**src/rtl/tod_pkg.sv**
```systemverilog
// Package: shared time-of-day record, register offsets and BCD helpers.
// Assumes all calendar fields are packed BCD except the binary weekday.
package tod_pkg;

    localparam logic [3:0] OFS_CTRL = 4'd8;
    localparam logic [3:0] OFS_SEC  = 4'd9;
    localparam logic [3:0] OFS_MIN  = 4'd10;
    localparam logic [3:0] OFS_HOUR = 4'd11;
    localparam logic [3:0] OFS_WDAY = 4'd12;
    localparam logic [3:0] OFS_DAY  = 4'd13;
    localparam logic [3:0] OFS_MON  = 4'd14;
    localparam logic [3:0] OFS_YEAR = 4'd15;

    typedef struct packed {
        logic       cent;
        logic [7:0] year;
        logic [4:0] mon;
        logic [5:0] day;
        logic [2:0] wday;
        logic [5:0] hour;
        logic [6:0] min;
        logic [6:0] sec;
    } tod_t;

    localparam tod_t TOD_RESET = '{cent: 1'b0, year: 8'h00, mon: 5'h01, day: 6'h01,
                                   wday: 3'd1, hour: 6'h00, min: 7'h00, sec: 7'h00};

    // Add one to a two-digit BCD value; units at or above 9 carry.
    function automatic logic [7:0] bcd_inc(input logic [7:0] v);
        if (v[3:0] >= 4'd9) return {v[7:4] + 4'd1, 4'd0};
        else                return {v[7:4], v[3:0] + 4'd1};
    endfunction

    // A BCD year is a multiple of four when the units digit suits the tens parity.
    function automatic logic bcd_leap(input logic [7:0] y);
        if (y[4]) return (y[3:0] == 4'd2) || (y[3:0] == 4'd6);
        else      return (y[3:0] == 4'd0) || (y[3:0] == 4'd4) || (y[3:0] == 4'd8);
    endfunction

    // Last day of a BCD month, in BCD.
    function automatic logic [7:0] bcd_last_day(input logic [4:0] m, input logic [7:0] y);
        case (m)
            5'h02:                      return bcd_leap(y) ? 8'h29 : 8'h28;
            5'h04, 5'h06, 5'h09, 5'h11: return 8'h30;
            default:                    return 8'h31;
        endcase
    endfunction

endpackage

```
**src/rtl/tod_prescaler.sv**
```systemverilog
// Prescaler: divides the timebase pulse to a once-per-second step and
// exposes a 512 Hz square taken from one of its own count bits.
// Assumes TICK_HZ is a power of two no smaller than 1024.
module tod_prescaler #(
    parameter int unsigned TICK_HZ = 1024
) (
    input  logic                        clk,
    input  logic                        rst_n,
    input  logic                        tick,
    input  logic                        run,
    input  logic                        restart,
    output logic                        sec_step,
    output logic                        square,
    output logic [$clog2(TICK_HZ)-1:0]  count
);
    localparam int unsigned CNT_W  = $clog2(TICK_HZ);
    localparam int unsigned SQ_BIT = $clog2(TICK_HZ / 1024);
    localparam logic [CNT_W-1:0] LAST = CNT_W'(TICK_HZ - 1);

    // Step when the last pulse of a second arrives while running.
    assign sec_step = run && tick && (count == LAST);
    assign square   = count[SQ_BIT];

    // Advance the sub-second count; restart wins over counting.
    always_ff @(posedge clk) begin
        if (!rst_n)             count <= '0;
        else if (restart)       count <= '0;
        else if (run && tick)   count <= (count == LAST) ? '0 : count + 1'b1;
    end
endmodule

```
**src/rtl/tod_counter.sv**
```systemverilog
// Calendar counter: holds the live time and applies one-second steps with
// BCD carries through to the year and century. A load overrides a step.
// Assumes host-written out-of-range values wrap at the next carry point.
module tod_counter
    import tod_pkg::*;
(
    input  logic clk,
    input  logic rst_n,
    input  logic step,
    input  logic load,
    input  tod_t load_val,
    input  logic cent_en,
    output tod_t live
);
    tod_t       nxt;
    logic [7:0] s8, m8, h8, d8, last_day;

    // Compute the time one second later with the full carry chain.
    always_comb begin
        nxt      = live;
        s8       = {1'b0, live.sec};
        m8       = {1'b0, live.min};
        h8       = {2'b0, live.hour};
        d8       = {2'b0, live.day};
        last_day = bcd_last_day(live.mon, live.year);
        if (s8 < 8'h59) nxt.sec = 7'(bcd_inc(s8));
        else begin
            nxt.sec = '0;
            if (m8 < 8'h59) nxt.min = 7'(bcd_inc(m8));
            else begin
                nxt.min = '0;
                if (h8 < 8'h23) nxt.hour = 6'(bcd_inc(h8));
                else begin
                    nxt.hour = '0;
                    nxt.wday = (live.wday >= 3'd7) ? 3'd1 : live.wday + 3'd1;
                    if (d8 < last_day) nxt.day = 6'(bcd_inc(d8));
                    else begin
                        nxt.day = 6'h01;
                        if (live.mon < 5'h12) nxt.mon = 5'(bcd_inc({3'b0, live.mon}));
                        else begin
                            nxt.mon = 5'h01;
                            if (live.year < 8'h99) nxt.year = bcd_inc(live.year);
                            else begin
                                nxt.year = 8'h00;
                                if (cent_en) nxt.cent = ~live.cent;
                            end
                        end
                    end
                end
            end
        end
    end

    // Hold the live time: reset, host commit, or one-second step.
    always_ff @(posedge clk) begin
        if (!rst_n)     live <= TOD_RESET;
        else if (load)  live <= load_val;
        else if (step)  live <= nxt;
    end
endmodule

```
**src/rtl/tod_hostif.sv**
```systemverilog
// Host register interface: decodes the byte port, keeps the control and flag
// bits, the staging copy for the write window and the read snapshot, and
// forms the read data. Assumes a write takes effect at the clock edge it is
// presented on and reads are combinational.
module tod_hostif
    import tod_pkg::*;
(
    input  logic       clk,
    input  logic       rst_n,
    input  logic       acc_en,
    input  logic       acc_we,
    input  logic [3:0] acc_addr,
    input  logic [7:0] acc_wdata,
    input  tod_t       live,
    input  logic       square,
    output logic [7:0] acc_rdata,
    output logic       commit,
    output tod_t       staged,
    output tod_t       snap,
    output logic       freeze_on,
    output logic       run,
    output logic       cent_en
);
    logic wr_open_q, stop_q, ftest_q;
    logic do_wr, ctrl_wr, open_wr, start_freeze;
    tod_t view;

    assign do_wr        = acc_en && acc_we;
    assign ctrl_wr      = do_wr && (acc_addr == OFS_CTRL);
    assign commit       = ctrl_wr && wr_open_q && !acc_wdata[7];
    assign open_wr      = ctrl_wr && !wr_open_q && acc_wdata[7];
    assign start_freeze = ctrl_wr && !freeze_on && acc_wdata[6];
    assign run          = !stop_q;

    // Control register: write window and freeze request bits.
    always_ff @(posedge clk) begin
        if (!rst_n) begin
            wr_open_q <= 1'b0;
            freeze_on <= 1'b0;
        end else if (ctrl_wr) begin
            wr_open_q <= acc_wdata[7];
            freeze_on <= acc_wdata[6];
        end
    end

    // Flag bits that take effect on any write, window or not.
    always_ff @(posedge clk) begin
        if (!rst_n) begin
            stop_q  <= 1'b0;
            ftest_q <= 1'b0;
            cent_en <= 1'b0;
        end else if (do_wr && acc_addr == OFS_SEC) begin
            stop_q  <= acc_wdata[7];
        end else if (do_wr && acc_addr == OFS_WDAY) begin
            ftest_q <= acc_wdata[6];
            cent_en <= acc_wdata[5];
        end
    end

    // Staging copy: seeded from the live time, edited inside the window.
    always_ff @(posedge clk) begin
        if (!rst_n) staged <= TOD_RESET;
        else if (open_wr) staged <= live;
        else if (wr_open_q && do_wr) begin
            case (acc_addr)
                OFS_SEC:  staged.sec  <= acc_wdata[6:0];
                OFS_MIN:  staged.min  <= acc_wdata[6:0];
                OFS_HOUR: staged.hour <= acc_wdata[5:0];
                OFS_WDAY: begin
                    staged.wday <= acc_wdata[2:0];
                    staged.cent <= acc_wdata[4];
                end
                OFS_DAY:  staged.day  <= acc_wdata[5:0];
                OFS_MON:  staged.mon  <= acc_wdata[4:0];
                OFS_YEAR: staged.year <= acc_wdata;
                default:  staged <= staged;
            endcase
        end
    end

    // Read snapshot: captured when the freeze bit rises.
    always_ff @(posedge clk) begin
        if (!rst_n)            snap <= TOD_RESET;
        else if (start_freeze) snap <= live;
    end

    // Pick the visible time: staging in the window, else snapshot, else live.
    always_comb begin
        if (wr_open_q)      view = staged;
        else if (freeze_on) view = snap;
        else                view = live;
    end

    // Read data multiplexer over the decoded offsets.
    always_comb begin
        case (acc_addr)
            OFS_CTRL: acc_rdata = {wr_open_q, freeze_on, 6'b0};
            OFS_SEC:  acc_rdata = {stop_q, view.sec[6:1], ftest_q ? square : view.sec[0]};
            OFS_MIN:  acc_rdata = {1'b0, view.min};
            OFS_HOUR: acc_rdata = {2'b0, view.hour};
            OFS_WDAY: acc_rdata = {1'b0, ftest_q, cent_en, view.cent, 1'b0, view.wday};
            OFS_DAY:  acc_rdata = {2'b0, view.day};
            OFS_MON:  acc_rdata = {3'b0, view.mon};
            OFS_YEAR: acc_rdata = view.year;
            default:  acc_rdata = 8'h00;
        endcase
    end
endmodule

```
**src/rtl/tod_rtc_bank.sv**
```systemverilog
// Top: BCD time-of-day register bank. Wires the prescaler, the calendar
// counter and the host interface. Assumes TICK_HZ is a power of two >= 1024.
module tod_rtc_bank
    import tod_pkg::*;
#(
    parameter int unsigned TICK_HZ = 1024
) (
    input  logic       clk,
    input  logic       rst_n,
    input  logic       tick,
    input  logic       bus_en,
    input  logic       bus_we,
    input  logic [3:0] bus_addr,
    input  logic [7:0] bus_wdata,
    output logic [7:0] bus_rdata
);
    localparam int unsigned CNT_W = $clog2(TICK_HZ);

    tod_t             live, staged, snap;
    logic             commit, run, cent_en, freeze_on, sec_step, square;
    logic [CNT_W-1:0] pre_count;

    tod_prescaler #(.TICK_HZ(TICK_HZ)) i_pre (
        .clk(clk), .rst_n(rst_n), .tick(tick), .run(run), .restart(commit),
        .sec_step(sec_step), .square(square), .count(pre_count)
    );

    tod_counter i_cnt (
        .clk(clk), .rst_n(rst_n), .step(sec_step), .load(commit),
        .load_val(staged), .cent_en(cent_en), .live(live)
    );

    tod_hostif i_host (
        .clk(clk), .rst_n(rst_n), .acc_en(bus_en), .acc_we(bus_we),
        .acc_addr(bus_addr), .acc_wdata(bus_wdata), .live(live), .square(square),
        .acc_rdata(bus_rdata), .commit(commit), .staged(staged), .snap(snap),
        .freeze_on(freeze_on), .run(run), .cent_en(cent_en)
    );
endmodule

```
**config.mk**
```make
export PLATFORM = sky130hd
export DESIGN_NAME = tod_rtc_bank
export DESIGN_NICKNAME = d
export VERILOG_FILES = /design/src/rtl/tod_pkg.sv /design/src/rtl/tod_prescaler.sv /design/src/rtl/tod_counter.sv /design/src/rtl/tod_hostif.sv /design/src/rtl/tod_rtc_bank.sv
export SDC_FILE = /design/constraint.sdc
export NUM_CORES = 1
export LEC_CHECK = 0
export CORE_ASPECT_RATIO = 2
export CORE_MARGIN = 4
export CORE_UTILIZATION = 25
export CTS_CLUSTER_DIAMETER = 50
export DETAILED_ROUTE_END_ITERATION = 8
export PLACE_DENSITY_LB_ADDON = 0.25
export SYNTH_ARGS = -nofsm -noshare
export SYNTH_HDL_FRONTEND = slang
export SYNTH_SLANG_ARGS = --single-unit
```
**constraint.sdc**
```tcl
create_clock -name clk -period 2.3 [get_ports clk]
set_clock_uncertainty 0.1 [all_clocks]
set_input_delay 0.23 -clock clk [delete_from_list [all_inputs] [get_ports clk]]
set_output_delay 0.23 -clock clk [all_outputs]
set_load 0.05 [all_outputs]
```
After elaboration in Yosys (flattened, before gate mapping) --
Index checks and enable logic that the tools add are counted.
Word-level totals: output and inout port bits 8, flip-flop bits (word level) 144, input bits 17, logic and storage cells 190
Operators by class: bitwise logic cells 3, add/sub/neg operators 14, equal/unequal tests 30, reduce and logical (&&, ||, !) cells 53, muxes and demuxes 41, $lt $le $gt $ge 13
Operator list (number):
- $mux W43 | 6
- $pmux W8 S8 | 1
- $mux W7 | 6
- $eq A4 B4 Y1 const B | 9
- $mux W36 | 1
- $mux W6 | 6
- $mux W29 | 1
- $add A4 B1 Y4 const B | 7
- $ge A4 B4 Y1 const B | 6
- $mux W8 | 3
- $mux W23 | 1
- $reduce_and A2 Y1 | 10
- $reduce_bool A2 Y1 | 10
- $ne A3 B3 Y1 const B | 6
- $pmux W8 S2 | 1
- $mux W5 | 3
- $lt A7 B7 Y1 const B | 2
- $mux W14 | 1
- $logic_and A1 B1 Y1 | 13
- $ne A2 B2 Y1 const B | 6
- $reduce_and A6 Y1 | 2
- $add A10 B1 Y10 const B | 1
- $eq A10 B10 Y1 const B | 1
- $eq A5 B3 Y1 const B | 2
- other kinds (28) | 49

Logic depth before layout (Yosys ltp) --
Gate-level depths: netlist of the first run.
word-level depth 14, gate-level depth with buffers 11, gate-level depth less buffers 10

Hierarchy --
From an unflattened synthesis of the first run, not the netlist that was laid out.
Second synthesis, totals: cells, all modules 1027, area total of the unflattened synthesis 8396.8 µm²
By module, submodules not included:
- tod_hostif | sequential area each 1821.7 µm², area an instance 4837.1 µm², instances 1, cells an instance 594
- tod_counter | sequential area each 860.8 µm², area an instance 3064.2 µm², instances 1, cells an instance 373
- tod_prescaler | sequential area each 200.2 µm², area an instance 495.5 µm², instances 1, cells an instance 60

Least setup slack after synthesis of the first run --
OpenSTA, ideal clock, no wires.
kind reg-to-output, start point register i_host.freeze_on, end point output bus_rdata[7], data arrival time 2.943 ns, required time 1.970 ns, buffers on the path 2, setup slack -0.973 ns, cell stages (with the launch flop) 5, cells stage by stage dfxtp_1 > buf_2 > buf_1 > mux2i_1 > o311ai_0
Between the ends: cells in the longest elaborated chain, start to end 3
RTL lines:
- start: declaration | RTL line tod_hostif.sv:20 | output logic freeze_on,
- start signal: assignment | RTL line tod_hostif.sv:42 | freeze_on <= acc_wdata[6];
- $mux W43 | RTL line tod_hostif.sv:90 | else if (freeze_on) view = snap;
- $mux W43 | RTL line tod_hostif.sv:89 | if (wr_open_q) view = staged;
- $pmux W8 S8 | RTL line tod_hostif.sv:96 | case (acc_addr)
- end: declaration | RTL line tod_rtc_bank.sv:15 | output logic [7:0] bus_rdata
No other way between the ends.

Worst setup path after layout of the first run --
start point register i_host.freeze_on, end point output bus_rdata[0]
Between the ends: cells in the longest elaborated chain, start to end 4
RTL lines:
- $mux W43 * | RTL line tod_hostif.sv:90
- $mux W43 * | RTL line tod_hostif.sv:89
- $mux W1 | RTL line tod_hostif.sv:98 | OFS_SEC: acc_rdata = {stop_q, view.sec[6:1], ftest_q ? square : view.sec[0]};
- $pmux W8 S8 * | RTL line tod_hostif.sv:96
Mark *: on every way between the ends. The rest lies on a longest branch, timed or not.

==> results of run 1 <==
==> cell families after synthesis <==
logic type / Yosys count
AO/OA/AOI/OAI: 358
AND/OR/NAND/NOR: 323
flip-flops: 144
buffers and inverters: 105
multiplexers: 53
adder cells (fa/ha/maj): 33
XOR/XNOR: 13
==> area by class of cell <==
| class | instances | area share, % |
|---|---|---|
| Multi-Input combinational cell | 780 | 45.5 |
| Tap cell | 427 | 4.43 |
| Inverter | 31 | 0.986 |
| Clock buffer | 22 | 3.93 |
| Timing Repair Buffer | 272 | 20.5 |
| Clock inverter | 10 | 0.716 |
| Sequential cell | 144 | 24.0 |
==> timing repair <==
action                                  4_1_cts  5_1_grt
cloned                                        2        1
pin swaps                                    33       23
resized for setup                            87       55
endpoints found under the setup margin       41       38
buffers inserted                             20       11
==> metrics by stage <==
step	hold WS, ns	area, um2	TNS (ns)	cells	total power [W]
3_5_place_dp	0.346	10500	-33.40	1625	0.00293
4_1_cts	0.143	11700	-4.56	1676	0.00563
6_report	0.170	12100	-4.00	1686	0.00558
2_1_floorplan	0.266	8240	-0.548	1029	0.00272
5_1_grt	0.176	12100	-6.74	1686	0.00577
3_3_place_gp	0.341	10500	-34.01	1625	0.00293
==> worst max-delay path, stage by stage (launching register included) <==
cell                      delay (ns)
sky130_fd_sc_hd__dfxtp_4        0.39
sky130_fd_sc_hd__buf_4          0.13
sky130_fd_sc_hd__buf_12         0.14
sky130_fd_sc_hd__mux2i_2        0.31
sky130_fd_sc_hd__o22ai_2        0.15
sky130_fd_sc_hd__o41ai_4        0.50
sky130_fd_sc_hd__buf_4          0.21
sky130_fd_sc_hd__o21ai_4        0.06
sky130_fd_sc_hd__buf_12         0.15
==> layer usage <==
layer	track usage (%)	up-vias
met5	0	-
met4	17.0	0
met3	2.74	135
met2	37.3	265
met1	18.9	4185
li1	-	4177
==> cells in the mapped netlist, types with 4 or more instances <==
cell type	count
sky130_fd_sc_hd__a211oi_1	14
sky130_fd_sc_hd__a21oi_1	149
sky130_fd_sc_hd__a21oi_2	4
sky130_fd_sc_hd__a221oi_1	13
sky130_fd_sc_hd__a22o_1	11
sky130_fd_sc_hd__a22oi_1	11
sky130_fd_sc_hd__a31oi_1	5
sky130_fd_sc_hd__and2_1	6
sky130_fd_sc_hd__and3_1	4
sky130_fd_sc_hd__buf_1	6
sky130_fd_sc_hd__buf_2	26
sky130_fd_sc_hd__buf_4	5
sky130_fd_sc_hd__clkbuf_1	34
sky130_fd_sc_hd__dfxtp_1	144
sky130_fd_sc_hd__ha_1	33
sky130_fd_sc_hd__inv_1	30
sky130_fd_sc_hd__mux2i_1	52
sky130_fd_sc_hd__nand2_1	163
sky130_fd_sc_hd__nand2b_1	9
sky130_fd_sc_hd__nand3_1	21
sky130_fd_sc_hd__nand4_1	7
sky130_fd_sc_hd__nor2_1	54
sky130_fd_sc_hd__nor2b_1	9
sky130_fd_sc_hd__nor3_1	16
sky130_fd_sc_hd__nor3b_1	4
sky130_fd_sc_hd__nor4_1	4
sky130_fd_sc_hd__o211ai_1	6
sky130_fd_sc_hd__o21a_1	4
sky130_fd_sc_hd__o21ai_0	64
sky130_fd_sc_hd__o221ai_1	5
sky130_fd_sc_hd__o22ai_1	14
sky130_fd_sc_hd__o31ai_1	5
sky130_fd_sc_hd__xnor2_1	7
sky130_fd_sc_hd__xor2_1	6
==> registers in the layout (all words and copies together), names as in the netlist <==
register / count
i_host.stop_q: 1
i_host.snap: 43
i_host.staged: 43
i_host.wr_open_q: 1
i_host.ftest_q: 1
i_host.freeze_on: 1
i_host.cent_en: 1
i_cnt.live: 43
i_pre.count: 10
==> final timing paths <==
check / start / endpoint / slack [ns] / cells after the start
max: i_host.freeze_on$_SDFFE_PN0P_ / bus_rdata[0] / -0.53 / 8
min: rst_n / i_host.staged[20]$_SDFFE_PN1P_ / 0.17 / 3
max reg2reg: i_cnt.live[29]$_SDFFE_PN1P_ / i_cnt.live[42]$_SDFFE_PN0P_ / -0.16 / 11
min reg2reg: i_host.snap[22]$_SDFFE_PN0P_ / i_host.snap[22]$_SDFFE_PN0P_ / 0.35 / 2
==> power groups by stage <==
stage          logic, W  registers (W)  clock network (W)
3_5_place_dp   0.000349        0.00258                  0
3_3_place_gp   0.000349        0.00258                  0
2_1_floorplan  0.000149        0.00257                  0
4_1_cts        0.000362        0.00252            0.00275
5_1_grt        0.000397        0.00252            0.00285
6_report       0.000377        0.00252            0.00269
==> run_results.csv, run 1 <==
group,metric,value,unit
die,std_cell_rows,93,
clock_tree,clock_sinks,144,
detailed_routing,routedWlPerCell,21.4,um
finish,layout-area-overhead-vs-synth,47.2,%
power_and_ir_drop,power_per_cell_area,463,nW/um2
yosys,largest_family_of_logic_cells_by_synthesized_area,"compound AO/OA/AOI/OAI gates",
yosys,synth.net_count,1079,
critical_path,worstSetupPathType,"reg2out",
detailed_routing,drt_first_iter_violations,496,
global_routing,antenna_found_initial,0,
finish,most_common_library_cell_in_the_layout_ignoring_fill_and_taps,"sky130_fd_sc_hd__buf_4",
yosys,post_synth_xor_area_fraction,1.39,%
clock_tree,worst_skew_pair.late_latency,0.44,ns
critical_path,endpoint_kind,"output pin",
yosys,yosys.area_share.simple,18.4,%
detailed_routing,met2_length,19200,um
timing,grt_setup_unrepaired,"yes",
finish,post-route-util,37.4,%
die,area_enclosed_by_the_die_boundary,35900,um2
yosys,synth_area_leaders,"sky130_fd_sc_hd__dfxtp_1 (35%), sky130_fd_sc_hd__a21oi_1 (9.1%), sky130_fd_sc_hd__nand2_1 (7.5%)",
clock_tree,clock_pin_slew_worst_setup_and_hold_paths,0.06,ns
flow_run,maxCapViolCount,0,
min_path,hold_path.class,"in2reg",
placed_design,gp_routability_congestion,0.972,
die,die_width,136,um
yosys,synth_fa_ha_area_share,5.04,%
timing,period_share,123,%
timing,final-max-slew-violation-count,0,
clock_tree,cts-root-buf,"sky130_fd_sc_hd__clkbuf_16",
run_status,status,"finished with violations",
detailed_routing,drc,0,
detailed_routing,postRouteWirelength,36100,um
finish,final_nets,1296,
detailed_routing,antenna_left,0,
yosys,synth_largest_area_cell,"sky130_fd_sc_hd__dfxtp_1",
clock_tree,count_of_h_tree_levels_built_during_cts,4,
critical_path,critical_path.startpoint_type,"register",
yosys,synth_area,8190,um2
yosys,yosys-mux-area-fraction,6.49,%
yosys,syn-mean-instance-area,7.96,um2
yosys,ys_types,83,
yosys,yosys_register_bits,144,
detailed_routing,drt_pass1_iterations,5,
power_and_ir_drop,seq_power_share,45.1,%
detailed_routing,detailroute.wirelength.met3,1230,um
power_and_ir_drop,netSwitchingFraction,24.3,%
clock_tree,cts_hold_repair.buffers,0,
timing,tightest_slew,0.587,ns
critical_path,arrival_time_worst_endpoint,2.50,ns
placed_design,buffer_ports.inserted,24,
critical_path,required,1.97,ns
timing,crit_path_time_final,2.83,ns
power_and_ir_drop,p_int,0.00422,W
power_and_ir_drop,power.clock.fraction,48.1,%
yosys,synth_edf_count,0,
die,io_pins,25,
clock_tree,cts_tree,"yes",
power_and_ir_drop,max-vdd-ir-drop,0.349,mV
die,floorplan.initialDensity,25.4,%
global_routing,grt_util_all_layers,20.1,%
timing,maxSlewHeadroom,60.9,%
global_routing,grt_overflow,0,
yosys,synth-compound-area-share,27.8,%
finish,ff_latch_area,2890,um2
run_status,failed_checks,"setup timing",
clock_tree,cts_max_path_buffers,2,
yosys,async_flop_share,0,%
finish,post_route_cells_drive_above_1_share,31.5,%
detailed_routing,uppermost_layer_routed,"met4",
yosys,synthesis.yosys.warnings,0,
yosys,synth_flop_cell,"sky130_fd_sc_hd__dfxtp_1",
die,die_height,264,um
finish,number_of_filler_instances_in_the_final_layout,3356,
detailed_routing,route.detailed.vias_per_inst,5.20,
critical_path,crit_fanout,5,
global_routing,grt_pass1_wl,53500,um
timing,final_critical_path_setup_slack,-0.526,ns
yosys,yosysSeqAreaShare,35.2,%
global_routing,grt_pass1_vias,8780,
placed_design,hpwl,27500,um
yosys,postSynthCellCount,1029,
power_and_ir_drop,net_switching_power,0.00136,W
detailed_routing,drt-met1-wl,12000,um
detailed_routing,detailroute.via_count,8762,
timing,report.final.setup_viol,25,
global_routing,grt_max_degree,38,
power_and_ir_drop,power_frac_comb,6.8,%
die,core_region,32200,um2
finish,insertedDiodeCount,0,
finish,multi_input_area,5480,um2
yosys,yosysTopAreaCellShare,35.2,%
timing,hold_violations,0,
clock_tree,cts_made_buffers,17,
placed_design,detailedPlace.worstSlack,-1.01,ns
power_and_ir_drop,static-leakage-power,4.45,nW
finish,mostFrequentLayoutCells,"sky130_fd_sc_hd__buf_4 (211), sky130_fd_sc_hd__nand2_1 (161), sky130_fd_sc_hd__a21oi_1 (146), sky130_fd_sc_hd__dfxtp_1 (140), sky130_fd_sc_hd__o21ai_0 (59)",
timing,fmax,354,MHz
(Power assumes the default switching activity.)
==> inputs of run 2 (changes only) <==
--- a/config.mk
+++ b/config.mk
@@ -7,10 +7,10 @@
 export LEC_CHECK = 0
 export CORE_ASPECT_RATIO = 2
 export CORE_MARGIN = 4
-export CORE_UTILIZATION = 25
+export CORE_UTILIZATION = 45
 export CTS_CLUSTER_DIAMETER = 50
 export DETAILED_ROUTE_END_ITERATION = 8
-export PLACE_DENSITY_LB_ADDON = 0.25
+export PLACE_DENSITY = 0.63
 export SYNTH_ARGS = -nofsm -noshare
 export SYNTH_HDL_FRONTEND = slang
 export SYNTH_SLANG_ARGS = --single-unit
==> run 2 against run 1 <==
First-iteration DRC count grew 23%. Fmax is 7.6% higher. The flow still finishes with violations (setup timing). Combinational power down 11%. Largest cell class unchanged. Non-clock buffer count fell by 46. Critical path depth decreased by 1. Sequential share of layout area up 1.8 points. Hold slack got worse by 0.063 ns. Sequential power is essentially flat. Critical endpoint is now bus_rdata[2]. Core utilization increased by 25 points. Die area fell by 43%. Clock-buffer cell count shrank 2. Final cell count shrank 15%.
==> run_results.csv, run 2 (synthesized netlist as in run 1, its figures left out) <==
group,metric,value,unit
run_status,status,"finished with violations",
run_status,failed_checks,"setup timing",
critical_path,worst_path_largest_cell_delay,0.46,ns
timing,final-max-slew-violation-count,0,
finish,final_nets,1250,
power_and_ir_drop,net_switching_power,0.00135,W
critical_path,endpoint_kind,"output pin",
clock_tree,cts_max_path_buffers,2,
timing,maxSlewHeadroom,21.1,%
flow_run,maxCapViolCount,0,
power_and_ir_drop,power_per_cell_area,502,nW/um2
placed_design,hpwl,23300,um
placed_design,gp_routability_congestion,1.01,
power_and_ir_drop,power_frac_comb,6.0,%
placed_design,place.detailed.instances,1376,
die,die_height,199,um
global_routing,grt_max_degree,60,
critical_path,arrival_time_worst_endpoint,2.30,ns
clock_tree,cts-root-buf,"sky130_fd_sc_hd__clkbuf_16",
timing,report.final.setup_viol,26,
die,std_cell_rows,69,
finish,layout-area-overhead-vs-synth,36.7,%
global_routing,grt_util_all_layers,31.8,%
global_routing,grt_pass1_wl,48600,um
detailed_routing,detailroute.wirelength.met3,1550,um
timing,final.setup.tns,-3.97,ns
power_and_ir_drop,p_int,0.00427,W
detailed_routing,antenna_left,0,
critical_path,critical_path.startpoint_type,"register",
power_and_ir_drop,static-leakage-power,4.16,nW
detailed_routing,route.detailed.vias_per_inst,6.14,
clock_tree,worst_skew_pair.late_latency,0.44,ns
detailed_routing,drt_first_iter_violations,609,
die,area_enclosed_by_the_die_boundary,20600,um2
die,io_pins,25,
detailed_routing,met2_length,16200,um
die,die_width,103,um
clock_tree,cts_hold_repair.buffers,0,
detailed_routing,drt_pass1_iterations,5,
global_routing,antenna_found_initial,0,
power_and_ir_drop,total_power,0.00562,W
min_path,hold_path.class,"in2reg",
finish,reg_top3,"i_cnt.live x43, i_host.snap x43, i_host.staged x43",
finish,post-route-cell-area,11200,um2
detailed_routing,drt-met1-wl,11000,um
timing,tightest_slew,1.18,ns
critical_path,required,1.97,ns
clock_tree,clock_sinks,144,
timing,period_share,114,%
power_and_ir_drop,seq_power_share,44.8,%
global_routing,grt_overflow,0,
power_and_ir_drop,netSwitchingFraction,24.0,%
critical_path,crit_path_frequent_cell,"sky130_fd_sc_hd__buf_12",
timing,crit_path_time_final,2.63,ns
detailed_routing,routedWlPerCell,22.3,um
detailed_routing,drc,0,
timing,fmax,381,MHz
critical_path,path_buf_inv,3,
finish,post_route_cells_drive_above_1_share,27.6,%
placed_design,detailed_place.area,9950,um2
global_routing,grt_pass1_vias,8700,
detailed_routing,uppermost_layer_routed,"met4",
finish,insertedDiodeCount,0,
timing,grt_setup_unrepaired,"yes",
timing,final_hold_slack,0.107,ns
critical_path,crit_fanout,8,
power_and_ir_drop,power.clock.fraction,49.2,%
die,core_region,17900,um2
detailed_routing,postRouteWirelength,31700,um
timing,hold_violations,0,
critical_path,worstSetupPathType,"reg2out",
finish,mostFrequentLayoutCells,"sky130_fd_sc_hd__buf_4 (177), sky130_fd_sc_hd__nand2_1 (160), sky130_fd_sc_hd__a21oi_1 (148), sky130_fd_sc_hd__dfxtp_1 (141), sky130_fd_sc_hd__o21ai_0 (59)",
finish,most_common_library_cell_in_the_layout_ignoring_fill_and_taps,"sky130_fd_sc_hd__buf_4",
clock_tree,cts_made_buffers,17,
clock_tree,cts_tree,"yes",
critical_path,crit_slowest_cell,"sky130_fd_sc_hd__dfxtp_4",
detailed_routing,detailroute.via_count,8744,
timing,final_critical_path_setup_slack,-0.326,ns
critical_path,path_delay_family,"buffers and inverters",
critical_path,ordered_list_of_cells_on_the_worst_path,"buf_12 > mux2i_1 > o22ai_1 > nor4_1 > a31oi_1 > buf_4 > buf_12",
finish,layout.cells.non_filler,1425,
power_and_ir_drop,max-vdd-ir-drop,0.490,mV
clock_tree,clock_pin_slew_worst_setup_and_hold_paths,0.06,ns
die,floorplan.initialDensity,45.8,%
clock_tree,count_of_h_tree_levels_built_during_cts,4,
placed_design,buffer_ports.inserted,24,
run 2: metrics by stage:
stage | util (%) | setup slack, ns
floorplan | - | -0.229
global placement | 55.7 | -0.604
global route | 62.7 | -0.364
CTS | 61.0 | -0.311
detailed placement | 55.7 | -0.547
finish | 62.7 | -0.326
run 2: final timing paths:
check                                     start                              to  slack [ns]  cells after the start
hold / removal                            rst_n  i_host.staged[20]$_SDFFE_PN1P_        0.11                      3
setup / recovery  i_host.freeze_on$_SDFFE_PN0P_                    bus_rdata[2]       -0.33                      7
setup reg to reg    i_cnt.live[29]$_SDFFE_PN1P_     i_cnt.live[34]$_SDFFE_PN0P_       -0.18                     12
hold reg to reg     i_host.snap[3]$_SDFFE_PN0P_     i_host.snap[3]$_SDFFE_PN0P_        0.35                      2
run 2: final cells by class:
cell class                      count  area (um2)
Tap cell                          213         267
Fill cell                        1540        6670
Clock inverter                     11         114
Clock buffer                       20         457
Sequential cell                   144        2890
Inverter                           31         119
Multi-Input combinational cell    780        5340
Timing Repair Buffer              226        2010
run 2: power groups by stage:
stage	clock network (W)	registers [W]	logic, W
floorplan	0	0.00257	0.000149
global placement	0	0.00258	0.000312
detailed placement	0	0.00258	0.000313
CTS	0.00279	0.00252	0.000322
global route	0.00289	0.00252	0.000355
finish	0.00277	0.00252	0.000336
run 2: routing by layer:
metal	track usage [%]	up-vias
met5	0	-
met4	25.2	0
met3	5.97	157
met2	53.9	367
met1	33.2	4132
li1	-	4088
run 2: tightest hold or removal path, delay by kind of cell:
| kind | cells | cell delay (ns) |
|---|---|---|
| buf+inv | 2 | 0.31 |
| simple gates | 1 | 0.06 |
run 2: timing repair:
item	CTS	global route
cloned	1	0
pin swaps	26	29
gates resized for setup	70	44
setup endpoints to repair	27	39
setup buffers	10	12
